**config.mk**
```make
export PLATFORM = sky130hd
export DESIGN_NAME = i2c_regport
export DESIGN_NICKNAME = d
export VERILOG_FILES = /design/src/rtl/i2c_rp_pkg.sv /design/src/rtl/i2c_rp_sync.sv /design/src/rtl/i2c_rp_cond.sv /design/src/rtl/i2c_rp_map.sv /design/src/rtl/i2c_rp_fsm.sv /design/src/rtl/i2c_regport.sv
export SDC_FILE = /design/constraint.sdc
export NUM_CORES = 1
export LEC_CHECK = 0
export ABC_AREA = 1
export BUFFER_PORTS_ARGS = -buffer_cell sky130_fd_sc_hd__buf_2
export CAP_MARGIN = 20
export CORE_ASPECT_RATIO = 1.4
export CORE_MARGIN = 5
export CORE_UTILIZATION = 46
export CTS_CLUSTER_SIZE = 14
export DETAILED_ROUTE_END_ITERATION = 8
export PLACE_DENSITY = 0.67
export SETUP_SLACK_MARGIN = 0.5
export SLEW_MARGIN = 25
export SYNTH_ARGS = -nofsm -noshare
export SYNTH_HDL_FRONTEND = slang
export SYNTH_SLANG_ARGS = --single-unit
```
**constraint.sdc**
```tcl
create_clock -name clk -period 2 [get_ports clk]
set_input_delay 0.4 -clock clk [delete_from_list [all_inputs] [get_ports clk]]
set_output_delay 0.4 -clock clk [all_outputs]
set_load 0.02 [all_outputs]
```
**src/rtl/i2c_rp_pkg.sv**
```systemverilog
package i2c_rp_pkg;

    // Control states of the target engine
    typedef enum logic [3:0] {
        ST_IDLE,
        ST_ADDR,
        ST_AACK,
        ST_PTR,
        ST_PACK,
        ST_WDATA,
        ST_WACK,
        ST_RFETCH,
        ST_RLOAD,
        ST_RDATA,
        ST_RACK,
        ST_WAIT
    } rp_state_e;

    // Bits per bus byte, fixed by the protocol
    localparam int unsigned BYTE_BITS = 8;

endpackage

```
**src/rtl/i2c_rp_sync.sv**
```systemverilog
// Multi-stage synchronisers with edge detection for a group of bus lines.
module i2c_rp_sync #(
    parameter int unsigned STAGES = 2,
    parameter int unsigned LINES  = 2
) (
    input  logic             clk,
    input  logic             rst_n,
    input  logic [LINES-1:0] raw,
    output logic [LINES-1:0] lvl,
    output logic [LINES-1:0] rise,
    output logic [LINES-1:0] fall
);

    for (genvar g = 0; g < LINES; g++) begin : g_line
        logic [STAGES-1:0] chain;
        logic              prev;

        always_ff @(posedge clk or negedge rst_n) begin
            if (!rst_n) begin
                chain <= '1;
                prev  <= 1'b1;
            end else begin
                chain <= {chain[STAGES-2:0], raw[g]};
                prev  <= chain[STAGES-1];
            end
        end

        assign lvl[g]  = chain[STAGES-1];
        assign rise[g] = chain[STAGES-1] & ~prev;
        assign fall[g] = ~chain[STAGES-1] & prev;
    end

endmodule

```
**src/rtl/i2c_rp_cond.sv**
```systemverilog
// START / STOP recognition: an SDA edge while SCL is high.
module i2c_rp_cond (
    input  logic scl_lvl,
    input  logic sda_rise,
    input  logic sda_fall,
    output logic start_det,
    output logic stop_det
);

    assign start_det = scl_lvl & sda_fall;
    assign stop_det  = scl_lvl & sda_rise;

endmodule

```
**src/rtl/i2c_rp_map.sv**
```systemverilog
// Decodes the fixed hole in the register map.
module i2c_rp_map #(
    parameter int unsigned AW = 8,
    parameter logic [AW-1:0] RSV_LO = 8'h40,
    parameter logic [AW-1:0] RSV_HI = 8'hEF
) (
    input  logic [AW-1:0] ptr,
    output logic          rsv
);

    logic above_lo;
    logic below_hi;

    assign above_lo = (ptr >= RSV_LO);
    assign below_hi = (ptr <= RSV_HI);
    assign rsv      = above_lo & below_hi;

endmodule

```
**src/rtl/i2c_rp_fsm.sv**
```systemverilog
// Protocol engine: address match, pointer load, write and read phases.
module i2c_rp_fsm
    import i2c_rp_pkg::*;
#(
    parameter int unsigned AW      = 8,
    parameter logic [5:0]  ADDR_HI = 6'b101000
) (
    input  logic          clk,
    input  logic          rst_n,
    input  logic          scl_rise,
    input  logic          scl_fall,
    input  logic          sda_lvl,
    input  logic          start_det,
    input  logic          stop_det,
    input  logic          strap_a0,
    input  logic          rsv,
    input  logic [7:0]    reg_rdata,
    output logic          sda_oe,
    output logic          reg_we,
    output logic          reg_re,
    output logic [AW-1:0] reg_addr,
    output logic [7:0]    reg_wdata
);

    localparam int unsigned CW = $clog2(BYTE_BITS + 1);
    localparam logic [CW-1:0] CNT_FULL = CW'(BYTE_BITS);
    localparam logic [CW-1:0] CNT_LAST = CW'(BYTE_BITS - 1);

    rp_state_e       state_q;
    rp_state_e       state_d;
    logic [7:0]      sh_q;
    logic [CW-1:0]   cnt_q;
    logic [AW-1:0]   ptr_q;
    logic            mack_q;
    logic            byte_done;
    logic            addr_hit;
    logic            shifting_in;

    assign byte_done = (cnt_q == CNT_FULL);
    assign addr_hit  = (sh_q[7:1] == {ADDR_HI, strap_a0});

    // ---------------- state register ----------------
    always_ff @(posedge clk or negedge rst_n) begin
        if (!rst_n) begin
            state_q <= ST_IDLE;
        end else begin
            state_q <= state_d;
        end
    end

    // ---------------- next state ----------------
    always_comb begin
        state_d = state_q;
        if (start_det) begin
            state_d = ST_ADDR;
        end else if (stop_det) begin
            state_d = ST_IDLE;
        end else begin
            unique case (state_q)
                ST_IDLE:   state_d = ST_IDLE;
                ST_WAIT:   state_d = ST_WAIT;
                ST_ADDR: begin
                    if (scl_fall && byte_done) begin
                        state_d = addr_hit ? ST_AACK : ST_WAIT;
                    end
                end
                ST_AACK: begin
                    if (scl_fall) begin
                        state_d = sh_q[0] ? ST_RFETCH : ST_PTR;
                    end
                end
                ST_PTR: begin
                    if (scl_fall && byte_done) begin
                        state_d = ST_PACK;
                    end
                end
                ST_PACK: begin
                    if (scl_fall) begin
                        state_d = ST_WDATA;
                    end
                end
                ST_WDATA: begin
                    if (scl_fall && byte_done) begin
                        state_d = ST_WACK;
                    end
                end
                ST_WACK: begin
                    if (scl_fall) begin
                        state_d = ST_WDATA;
                    end
                end
                ST_RFETCH: state_d = ST_RLOAD;
                ST_RLOAD:  state_d = ST_RDATA;
                ST_RDATA: begin
                    if (scl_fall && (cnt_q == CNT_LAST)) begin
                        state_d = ST_RACK;
                    end
                end
                ST_RACK: begin
                    if (scl_fall) begin
                        state_d = mack_q ? ST_RFETCH : ST_WAIT;
                    end
                end
                default:   state_d = ST_IDLE;
            endcase
        end
    end

    // ---------------- data registers ----------------
    assign shifting_in = (state_q == ST_ADDR) || (state_q == ST_PTR) ||
                         (state_q == ST_WDATA);

    always_ff @(posedge clk or negedge rst_n) begin
        if (!rst_n) begin
            sh_q   <= '0;
            cnt_q  <= '0;
            ptr_q  <= '0;
            mack_q <= 1'b0;
        end else if (start_det || stop_det) begin
            cnt_q  <= '0;
        end else if (shifting_in) begin
            if (scl_rise && !byte_done) begin
                sh_q  <= {sh_q[6:0], sda_lvl};
                cnt_q <= cnt_q + CW'(1);
            end else if (scl_fall && byte_done) begin
                cnt_q <= '0;
                if (state_q == ST_PTR) begin
                    ptr_q <= AW'(sh_q);
                end else if (state_q == ST_WDATA) begin
                    ptr_q <= ptr_q + AW'(1);
                end
            end
        end else begin
            case (state_q)
                ST_RLOAD: begin
                    sh_q  <= rsv ? 8'h00 : reg_rdata;
                    ptr_q <= ptr_q + AW'(1);
                    cnt_q <= '0;
                end
                ST_RDATA: begin
                    if (scl_fall) begin
                        sh_q  <= {sh_q[6:0], 1'b0};
                        cnt_q <= cnt_q + CW'(1);
                    end
                end
                ST_RACK: begin
                    if (scl_rise) begin
                        mack_q <= ~sda_lvl;
                    end
                end
                default: begin
                    cnt_q <= cnt_q;
                end
            endcase
        end
    end

    // ---------------- outputs ----------------
    always_comb begin
        sda_oe = 1'b0;
        reg_we = 1'b0;
        reg_re = 1'b0;
        unique case (state_q)
            ST_AACK, ST_PACK, ST_WACK: sda_oe = 1'b1;
            ST_RDATA:                  sda_oe = ~sh_q[7];
            ST_RFETCH:                 reg_re = ~rsv;
            ST_WDATA:                  reg_we = scl_fall & byte_done & ~rsv;
            default:                   sda_oe = 1'b0;
        endcase
    end

    assign reg_addr  = ptr_q;
    assign reg_wdata = sh_q;

endmodule

```
**src/rtl/i2c_regport.sv**
```systemverilog
// I2C target giving byte access to a 256-location register space.
module i2c_regport #(
    parameter int unsigned   SYNC_STAGES = 2,
    parameter logic [5:0]    ADDR_HI     = 6'b101000,
    parameter logic [7:0]    RSV_LO      = 8'h40,
    parameter logic [7:0]    RSV_HI      = 8'hEF
) (
    input  logic       clk,
    input  logic       rst_n,
    input  logic       scl_i,
    input  logic       sda_i,
    output logic       sda_oe,
    input  logic       strap_a0,
    output logic [7:0] reg_addr,
    output logic [7:0] reg_wdata,
    output logic       reg_we,
    output logic       reg_re,
    input  logic [7:0] reg_rdata
);

    localparam int unsigned NLINES = 2;
    localparam int unsigned L_SCL  = 0;
    localparam int unsigned L_SDA  = 1;

    logic [NLINES-1:0] lvl;
    logic [NLINES-1:0] rise;
    logic [NLINES-1:0] fall;
    logic              scl_lvl;
    logic              start_det;
    logic              stop_det;
    logic              rsv;

    i2c_rp_sync #(
        .STAGES (SYNC_STAGES),
        .LINES  (NLINES)
    ) u_sync (
        .clk   (clk),
        .rst_n (rst_n),
        .raw   ({sda_i, scl_i}),
        .lvl   (lvl),
        .rise  (rise),
        .fall  (fall)
    );

    assign scl_lvl = lvl[L_SCL];

    i2c_rp_cond u_cond (
        .scl_lvl   (scl_lvl),
        .sda_rise  (rise[L_SDA]),
        .sda_fall  (fall[L_SDA]),
        .start_det (start_det),
        .stop_det  (stop_det)
    );

    i2c_rp_map #(
        .AW     (8),
        .RSV_LO (RSV_LO),
        .RSV_HI (RSV_HI)
    ) u_map (
        .ptr (reg_addr),
        .rsv (rsv)
    );

    i2c_rp_fsm #(
        .AW      (8),
        .ADDR_HI (ADDR_HI)
    ) u_fsm (
        .clk       (clk),
        .rst_n     (rst_n),
        .scl_rise  (rise[L_SCL]),
        .scl_fall  (fall[L_SCL]),
        .sda_lvl   (lvl[L_SDA]),
        .start_det (start_det),
        .stop_det  (stop_det),
        .strap_a0  (strap_a0),
        .rsv       (rsv),
        .reg_rdata (reg_rdata),
        .sda_oe    (sda_oe),
        .reg_we    (reg_we),
        .reg_re    (reg_re),
        .reg_addr  (reg_addr),
        .reg_wdata (reg_wdata)
    );

endmodule

```
Word-level counts from Yosys, hierarchy flattened
Cells that the tools add are included.
- register bits after elaboration: 31
- input port bits: 13
- add/sub/neg operators: 2
- order comparisons: 2
- equality and inequality tests: 28
- muxes and demuxes: 33
- bitwise gates (word level): 17
- reduce and logical (&&, ||, !) cells: 17
- operators with widths (cell ; count):
    8-bit two-way mux ; 10
    4-bit two-way mux ; 16
    4-bit case mux with 10 select lines ; 1
    4-bit by 1-bit != test with 1-bit output, second input constant ; 8
    4-bit by 3-bit == test with 1-bit output, second input constant ; 5
    4-bit == test, second input constant ; 5
    8-bit case mux with 2 select lines ; 1
    1-bit AND ; 9
    8-bit by 1-bit adder with 8-bit output, second input constant ; 1
    4-bit by 2-bit == test with 1-bit output, second input constant ; 2
    8-bit by 7-bit greater-or-equal comparator with 1-bit output, second input constant ; 1
    8-bit <= comparator, second input constant ; 1
    1-bit NOT ; 8
    4-bit case mux with 2 select lines ; 1
    4-bit AND reduction ; 2
    7-bit == test ; 1
    7-bit AND reduction ; 1
    2-bit != test, second input constant ; 3
    5-bit AND reduction ; 1
    4-bit by 1-bit adder with 4-bit output, second input constant ; 1
    4-bit by 1-bit == test with 1-bit output, second input constant ; 1
    4-bit != test, second input constant ; 1
    4-bit nonzero test ; 1
    1-bit logical AND ; 3
    other kinds (12) ; 15

Depth between registers and ports, before layout
Gate-level depths: netlist (run 1).
- word-level depth: 7
- depth in mapped cells: 11

Hierarchy
A second synthesis (run 1) with hierarchy kept.
- cells, all modules: 299
- area total of the unflattened synthesis: 2083.2 sq um
- by module, submodules not included (module ; times used ; cells each ; area each (sq um) ; seq. area each (sq um)):
    i2c_rp_fsm ; 1 ; 274 ; 1846.8 ; 625.6
    i2c_rp_sync ; 1 ; 16 ; 202.7 ; 157.7
    i2c_rp_map ; 1 ; 5 ; 18.8 ; 0.0
    i2c_rp_cond ; 1 ; 4 ; 15.0 ; 0.0

Least setup slack after synthesis (run 1)
OpenSTA, ideal clock, no wires.
- path kind: reg2out
- start point: reg u_fsm.ptr_q[4], in the netlist u_fsm.reg_addr[4]
- end point: out reg_we
- data arrival time: 1.572 ns
- setup slack: 0.028 ns
- cell stages (with the launch flop): 5
- path through: dfrtp_1 > nand2_1 > o21ai_0 > clkinv_1 > nor3_1
- word-level cells in the longest chain between the ends: 5
- ends and longest elaborated chain (item ; line ; text):
    start, declared ; i2c_rp_fsm.sv:33 ; logic [AW-1:0] ptr_q;
    start signal, assigned ; i2c_rp_fsm.sv:128 ; ptr_q <= AW'(sh_q);
    start signal, assigned ; i2c_rp_fsm.sv:130 ; ptr_q <= ptr_q + AW'(1);
    start signal, assigned ; i2c_rp_fsm.sv:137 ; ptr_q <= ptr_q + AW'(1);
    8-bit by 7-bit greater-or-equal comparator with 1-bit output / 8-bit <= comparator (equally long branches) ; i2c_rp_map.sv:14, i2c_rp_map.sv:15 ;
    1-bit AND (*) ; i2c_rp_map.sv:16 ; assign rsv = above_lo & below_hi;
    1-bit NOT (*) ; i2c_rp_fsm.sv:167 ; ST_WDATA: reg_we = scl_fall & byte_done & ~rsv;
    1-bit AND (*) ; i2c_rp_fsm.sv:167 ;
    1-bit two-way mux (*) ; i2c_rp_fsm.sv:163 ; unique case (state_q)
    end, declared ; i2c_regport.sv:16 ; output logic reg_we,
Every way passes the cells marked *; elsewhere a longest branch is shown, timed or not.

Worst setup path after layout (run 1)
- start point: reg u_fsm.state_q[1]
- end point: out sda_oe
- word-level cells in the longest chain between the ends: 3
- ends and longest elaborated chain (item ; line ; text):
    start, declared ; i2c_rp_fsm.sv:29 ; rp_state_e state_q;
    start signal, assigned ; i2c_rp_fsm.sv:47 ; state_q <= state_d;
    4-bit by 2-bit == test with 1-bit output / 4-bit by 3-bit == test with 1-bit output (equally long branches) ; i2c_rp_fsm.sv:163 ;
    3-bit OR reduction ; i2c_rp_fsm.sv:163 ;
    1-bit case mux with 2 select lines (*) ; i2c_rp_fsm.sv:163 ;
    end, declared ; i2c_regport.sv:12 ; output logic sda_oe,
Marks and branches as above.

==> run_results.csv, run 1 <==
group,metric,value,unit
run_status,status,"finished, final reports clean",
setup_path,r2r_start,"u_fsm.state_q[0]",
die,ioPinCount,32,
die,rows,28,
cells_and_area,area_delta_synth_final,38.2,%
timing,finClkSkew,0.00660,ns
logic_synthesis,synth_edf_count,0,
die,die_h,88.2,µm
clock_network,numClockSinks,31,
setup_path,crit_start,"u_fsm.state_q[1]",
global_routing,grt_overflow,0,
pwr,power.density,1520,nW/µm²
logic_synthesis,avgSynthCellArea,6.69,µm²
setup_path,end_kind,"output pin",
cells_and_area,final_cells,425,
logic_synthesis,yosys_warnings,0,
pwr,max-vdd-ir-drop,626,µV
timing,tightest_slew,0.727,ns
drt,drc_errors,0,
drt,routed-via-count,2207,
logic_synthesis,synthCells,300,
logic_synthesis,async_flop_share,1.00,
timing,setup_viol,0,
global_routing,grt_pass1_vias,2194,
placement,placed_cells,388,
logic_synthesis,ys_types,31,
global_routing,grt_usage,0.221,
pwr,finalPower,0.00421,W
clock_network,clock_path_buffers,2,
die,core,4240,µm²
setup_path,rrSetupSlack,0.36,ns
pwr,power.leakage,1.45,nW
die,die_w,65.8,µm
timing,period_share,0.934,
logic_synthesis,synth_top_area_share,0.312,
drt,routed_wl,6050,µm
timing,rsz0062_at_grt,"yes",
setup_path,arrival,1.47,ns
setup_path,critPathKind,"register to output pin",
global_routing,grt_max_degree,32,
setup_path,cp-start-kind,"register",
clock_network,cts_root_buffer,"clkbuf_8",
setup_path,required,1.60,ns
logic_synthesis,synth_top_cell_by_area,"dfrtp_1",
logic_synthesis,ys.flop_type,"dfrtp_1",
logic_synthesis,ys_ff_latch,31,
cells_and_area,utilization,0.654,
drt,drt_iter0_drc,116,
cells_and_area,nFillCells,384,
drt,final_antenna_net_count,0,
placement,dp_hpwl,3950,µm
clock_network,htreeDepth,2,
timing,max_freq,535,MHz
clock_network,clk_latency,0.29,ns
cells_and_area,nNetsFinal,380,
min_path,hp-class,"input pin to async pin",
logic_synthesis,yosys-top-cells-count,"96 x nand2_1, 38 x inv_1, 30 x nor2_1, 28 x nand3_1, 25 x dfrtp_1",
timing,slew_headroom,0.516,
logic_synthesis,syn-cell-area,2010,µm²
global_routing,antenna_found_initial,0,
die,initial_utilization,0.473,
timing,min_period,1.87,ns
logic_synthesis,yosysSeqAreaShare,0.390,
cells_and_area,drive_gt1_frac,0.337,
timing,setup_tns,0,ns
placement,port_buffers,31,
setup_path,crit_path_max_fanout,3,
logic_synthesis,synthTopCellsByArea,"dfrtp_1 31%, nand2_1 18%, dfstp_2 7.9%",
logic_synthesis,synth_most_common_cell,"nand2_1",
logic_synthesis,synth_nets,316,
drt,firstDrtPassIters,4,
drt,vias_per_cell,5.19,
die,die_area,5800,µm²
clock_network,cts.clk_slew.worst_paths,0.07,ns
drt,wl_per_cell,14.2,µm
global_routing,grt_pass1_wl,9720,µm
clock_network,cts_tree,"built",
cells_and_area,diodes,0,
flow_run,maxCapViolCount,0,
placement,gp_congestion,0.951,
timing,final_hold_viol_count,0,
clock_network,cts_buffers,5,
timing,drv_slew,0,
clock_network,hold_buffers,0,
[kinds of logic (layout without fill, tap and decap cells)]
family | after synthesis | after routing | synth area share
DFF | 31 | 31 | 0.390
buffers and inverters | 49 | 113 | 0.0960
and+or+nand+nor | 170 | 171 | 0.366
AOI/OAI and AO/OA | 46 | 46 | 0.125
xor gates and xnor gates | 1 | 1 | 0.00436
adders and majority gates | 3 | 3 | 0.0187
[worst paths after layout]
kind                       cells after the start                   endpoint
max                                            6                     sda_oe
min                                            1         u_fsm.reg_wdata[3]
max reg2reg                                   10          u_fsm.reg_addr[6]
min reg2reg                                    0  u_sync.g_line[1].chain[1]
max in group asynchronous                      1           u_fsm.state_q[0]
min in group clk                               1  u_sync.g_line[0].chain[0]
[metal layers]
layer / vias up / wire length, µm / global-route usage
met5: - / 0 / 0
met4: 0 / 346 / 0.130
met3: 31 / 273 / 0.0526
met2: 71 / 3190 / 0.404
met1: 1015 / 2240 / 0.224
li1: 1090 / - / -
[per-stage QoR]
step | setup WS, ns | hold WS [ns] | instance area (µm²)
5_1_grt | 0.0508 | 0.184 | 2770
3_5_place_dp | 0.153 | 0.349 | 2250
6_report | 0.131 | 0.158 | 2770
4_1_cts | 0.159 | 0.178 | 2660
2_1_floorplan | 0.403 | 0.104 | 2040
3_3_place_gp | 0.181 | 0.347 | 2250
[sequential cells by signal, indices dropped and copies added (netlist names)]
name                 cells
u_sync.g_line.chain      4
u_fsm.state_q            4
u_fsm.reg_addr           8
u_sync.g_line.prev       2
u_fsm.mack_q             1
u_fsm.cnt_q              4
u_fsm.reg_wdata          8
[critical path, cell delays in order (launching register included)]
cell,delay (ns)
dfrtp_2,0.43
buf_4,0.14
inv_1,0.14
nor2_4,0.06
nand2_1,0.10
o211ai_1,0.12
buf_4,0.18
[layout by cell type (no fill, tap or decap), types with 2 or more instances in the layout]
cell type / n
o21ai_1: 19
o21a_1: 2
nand3_1: 26
nand2_1: 87
inv_2: 4
dfrtp_2: 6
nor2_4: 6
ha_1: 3
dfstp_2: 6
o21ai_0: 13
inv_1: 35
buf_2: 29
nand3_2: 3
clkbuf_8: 5
buf_4: 28
nand3_4: 4
nand4_1: 3
clkinvlp_4: 2
nor2_1: 24
nand2_4: 7
nand2_2: 4
dfrtp_1: 19
nor2_2: 3
buf_6: 3
inv_4: 4
a21oi_1: 5
[repair_timing]
| action | CTS | global route |
|---|---|---|
| setup endpoints to repair | 28 | 28 |
| pin swaps | 6 | 7 |
| gates resized for setup | 33 | 19 |
| endpoints found under the hold margin | 0 | 0 |
| setup buffers | 21 | 7 |
| gates cloned | 1 | 0 |
[where the power goes]
group	internal [W]	switching, W
logic	0.000894	0.00162
registers	0.000846	0.000218
clock network	0.000371	0.000258
[cell type report]
type	instances	area, µm²	area share
Clock buffer	5	68.8	0.0248
Clock inverter	3	43.8	0.0158
Inverter	45	186	0.0672
Multi-Input combinational cell	221	1220	0.440
Sequential cell	31	791	0.285
Tap cell	60	75.1	0.0271
Timing Repair Buffer	60	389	0.140
Power figures use the tool's default switching activity.
==> run 2: changes to the inputs <==
==> constraint.sdc (replaced) <==
create_clock -name clk -period 2 [get_ports clk]
set_input_delay 0.1 -clock clk [delete_from_list [all_inputs] [get_ports clk]]
set_output_delay 0.1 -clock clk [all_outputs]
set_load 0.02 [all_outputs]
==> run 2 against run 1 <==
  * Cell area grew 1.2%
  * Routed wire length is 2.9% higher
  * Count of clock-buffer cells in the layout is the same
  * Sequential share of layout area fell by 0.43 points
  * Critical path type unchanged
  * Die area unchanged
  * Clock skew is 0.0022 ns higher
  * Critical path depth is 1 higher
==> run_results.csv, run 2 (same netlist as run 1, synthesis figures left out) <==
group,metric,value,unit
run_status,status,"finished, final reports clean",
setup_path,r2r_start,"u_fsm.state_q[0]",
cells_and_area,mostFrequentLayoutCells,"86 x nand2_1, 34 x inv_1, 31 x buf_4",
timing,slew_headroom,0.527,
cells_and_area,area_delta_synth_final,39.8,%
drt,routed-via-count,2197,
pwr,p_seq_frac,0.255,
global_routing,grt_overflow,0,
drt,wl_per_cell,14.5,µm
setup_path,cp-start-kind,"register",
timing,setup_tns,0,ns
pwr,max-vdd-ir-drop,686,µV
timing,period_share,0.805,
pwr,power.density,1520,nW/µm²
timing,setup_viol,0,
cells_and_area,drive_gt1_frac,0.359,
timing,setup_ws,0.390,ns
placement,dp_hpwl,4060,µm
pwr,power.switching,0.00213,W
timing,max_freq,621,MHz
drt,vias_per_cell,5.13,
placement,port_buffers,31,
setup_path,end_kind,"output pin",
drt,drc_errors,0,
clock_network,htreeDepth,2,
min_path,worstHoldStart,"reg_rdata[3]",
die,initial_utilization,0.473,
global_routing,grt_max_degree,32,
global_routing,grt_pass1_vias,2078,
cells_and_area,diodes,0,
clock_network,clock_path_buffers,2,
drt,firstDrtPassIters,4,
min_path,hp-class,"input pin to register",
pwr,pwr-share-comb,0.597,
placement,dp_slack,0.166,ns
cells_and_area,nNetsFinal,383,
setup_path,crit_start,"u_fsm.cnt_q[0]",
pwr,p_int,0.00212,W
timing,min_period,1.61,ns
clock_network,cts_buffers,5,
cells_and_area,mostFrequentLayoutCell,"nand2_1",
die,ioPinCount,32,
drt,final_antenna_net_count,0,
timing,hold_slack,0.187,ns
die,die_w,65.8,µm
timing,rsz0062_at_grt,"yes",
pwr,power.leakage,1.46,nW
timing,finClkSkew,0.00883,ns
setup_path,arrival,1.51,ns
setup_path,required,1.90,ns
pwr,clockPowerShare,0.148,
global_routing,grt_pass1_wl,9670,µm
clock_network,cts.clk_slew.worst_paths,0.07,ns
clock_network,clk_latency,0.29,ns
clock_network,numClockSinks,31,
clock_network,cts_tree,"built",
timing,final_hold_viol_count,0,
die,core,4240,µm²
clock_network,cts_root_buffer,"clkbuf_8",
setup_path,critPathKind,"register to output pin",
drt,routed_wl,6220,µm
placement,gp_congestion,0.951,
die,rows,28,
die,die_area,5800,µm²
setup_path,crit_path_max_fanout,3,
global_routing,grt_usage,0.220,
timing,tightest_slew,0.709,ns
timing,drv_slew,0,
drt,drt_iter0_drc,186,
pwr,p_sw_frac,0.502,
flow_run,maxCapViolCount,0,
die,die_h,88.2,µm
global_routing,antenna_found_initial,0,
run 2: cell types whose count changed in the layout (fill, tap and decap cells not counted), moves of 3 or more:
cell	before	now
nand3_1	26	21
nand3_2	3	9
nand2_4	7	4
buf_4	28	31
dlygate4sd3_1	0	3
nand2_2	4	8
nor2_2	3	6
run 2: power groups by stage:
stage                     registers (W)  clock network [W]  logic, W
after global routing            0.00111           0.000668   0.00279
after detailed placement        0.00108                  0   0.00195
final                           0.00108           0.000628   0.00254
after floorplan                 0.00121                  0   0.00127
after CTS                       0.00107           0.000646   0.00226
after global placement          0.00108                  0   0.00194
run 2: what timing repair did:
action,in CTS,in global routing
endpoints found under the setup margin,28,28
gates resized for setup,32,31
pin swaps,10,11
endpoints found under the hold margin,27,0
cloned,0,1
hold buffers,3,0
setup buffers,17,11
run 2: worst paths after layout:
check | cells after the start | slack, ns | to
min reg2reg | 0 | 0.36 | u_sync.g_line[0].chain[1]
max | 7 | 0.39 | reg_we
max in group asynchronous | 2 | 1.10 | u_fsm.state_q[2]
max reg2reg | 9 | 0.42 | u_fsm.reg_addr[5]
min | 5 | 0.19 | u_fsm.reg_wdata[3]
min in group asynchronous | 2 | 0.39 | u_fsm.reg_wdata[2]
run 2: critical path, stage by stage (launching register included):
cell and delay [ns]:
dfrtp_1 0.40, inv_1 0.07, ha_2 0.17, nand2_2 0.06, nor2_4 0.10, nand2_2 0.08, nor3_2 0.17, buf_4 0.17
run 2: through the flow:
stage | total power (W) | instances | utilization | cell area [µm²]
2_1_floorplan | 0.00248 | 300 | - | 2010
3_3_place_gp | 0.00303 | 388 | 0.525 | 2230
3_5_place_dp | 0.00304 | 388 | 0.525 | 2230
4_1_cts | 0.00398 | 416 | 0.612 | 2600
5_1_grt | 0.00456 | 428 | 0.662 | 2810
6_report | 0.00425 | 428 | 0.662 | 2810
run 2: layout make-up:
type | count | area (µm²)
sequential | 31 | 788
timing repair buffer | 63 | 414
multi-input combinational | 221 | 1230
clock inverter | 3 | 43.8
inverter | 45 | 185
fill | 367 | 1430
tap | 60 | 75.1
clock buffer | 5 | 68.8
run 2: routing by layer:
layer  up-vias  share of wire  GRT usage
met5         -              0          0
met4         0          0.040      0.132
met3        21          0.045     0.0462
met2        80           0.54      0.404
met1      1008           0.38      0.225
li1       1088              -          -
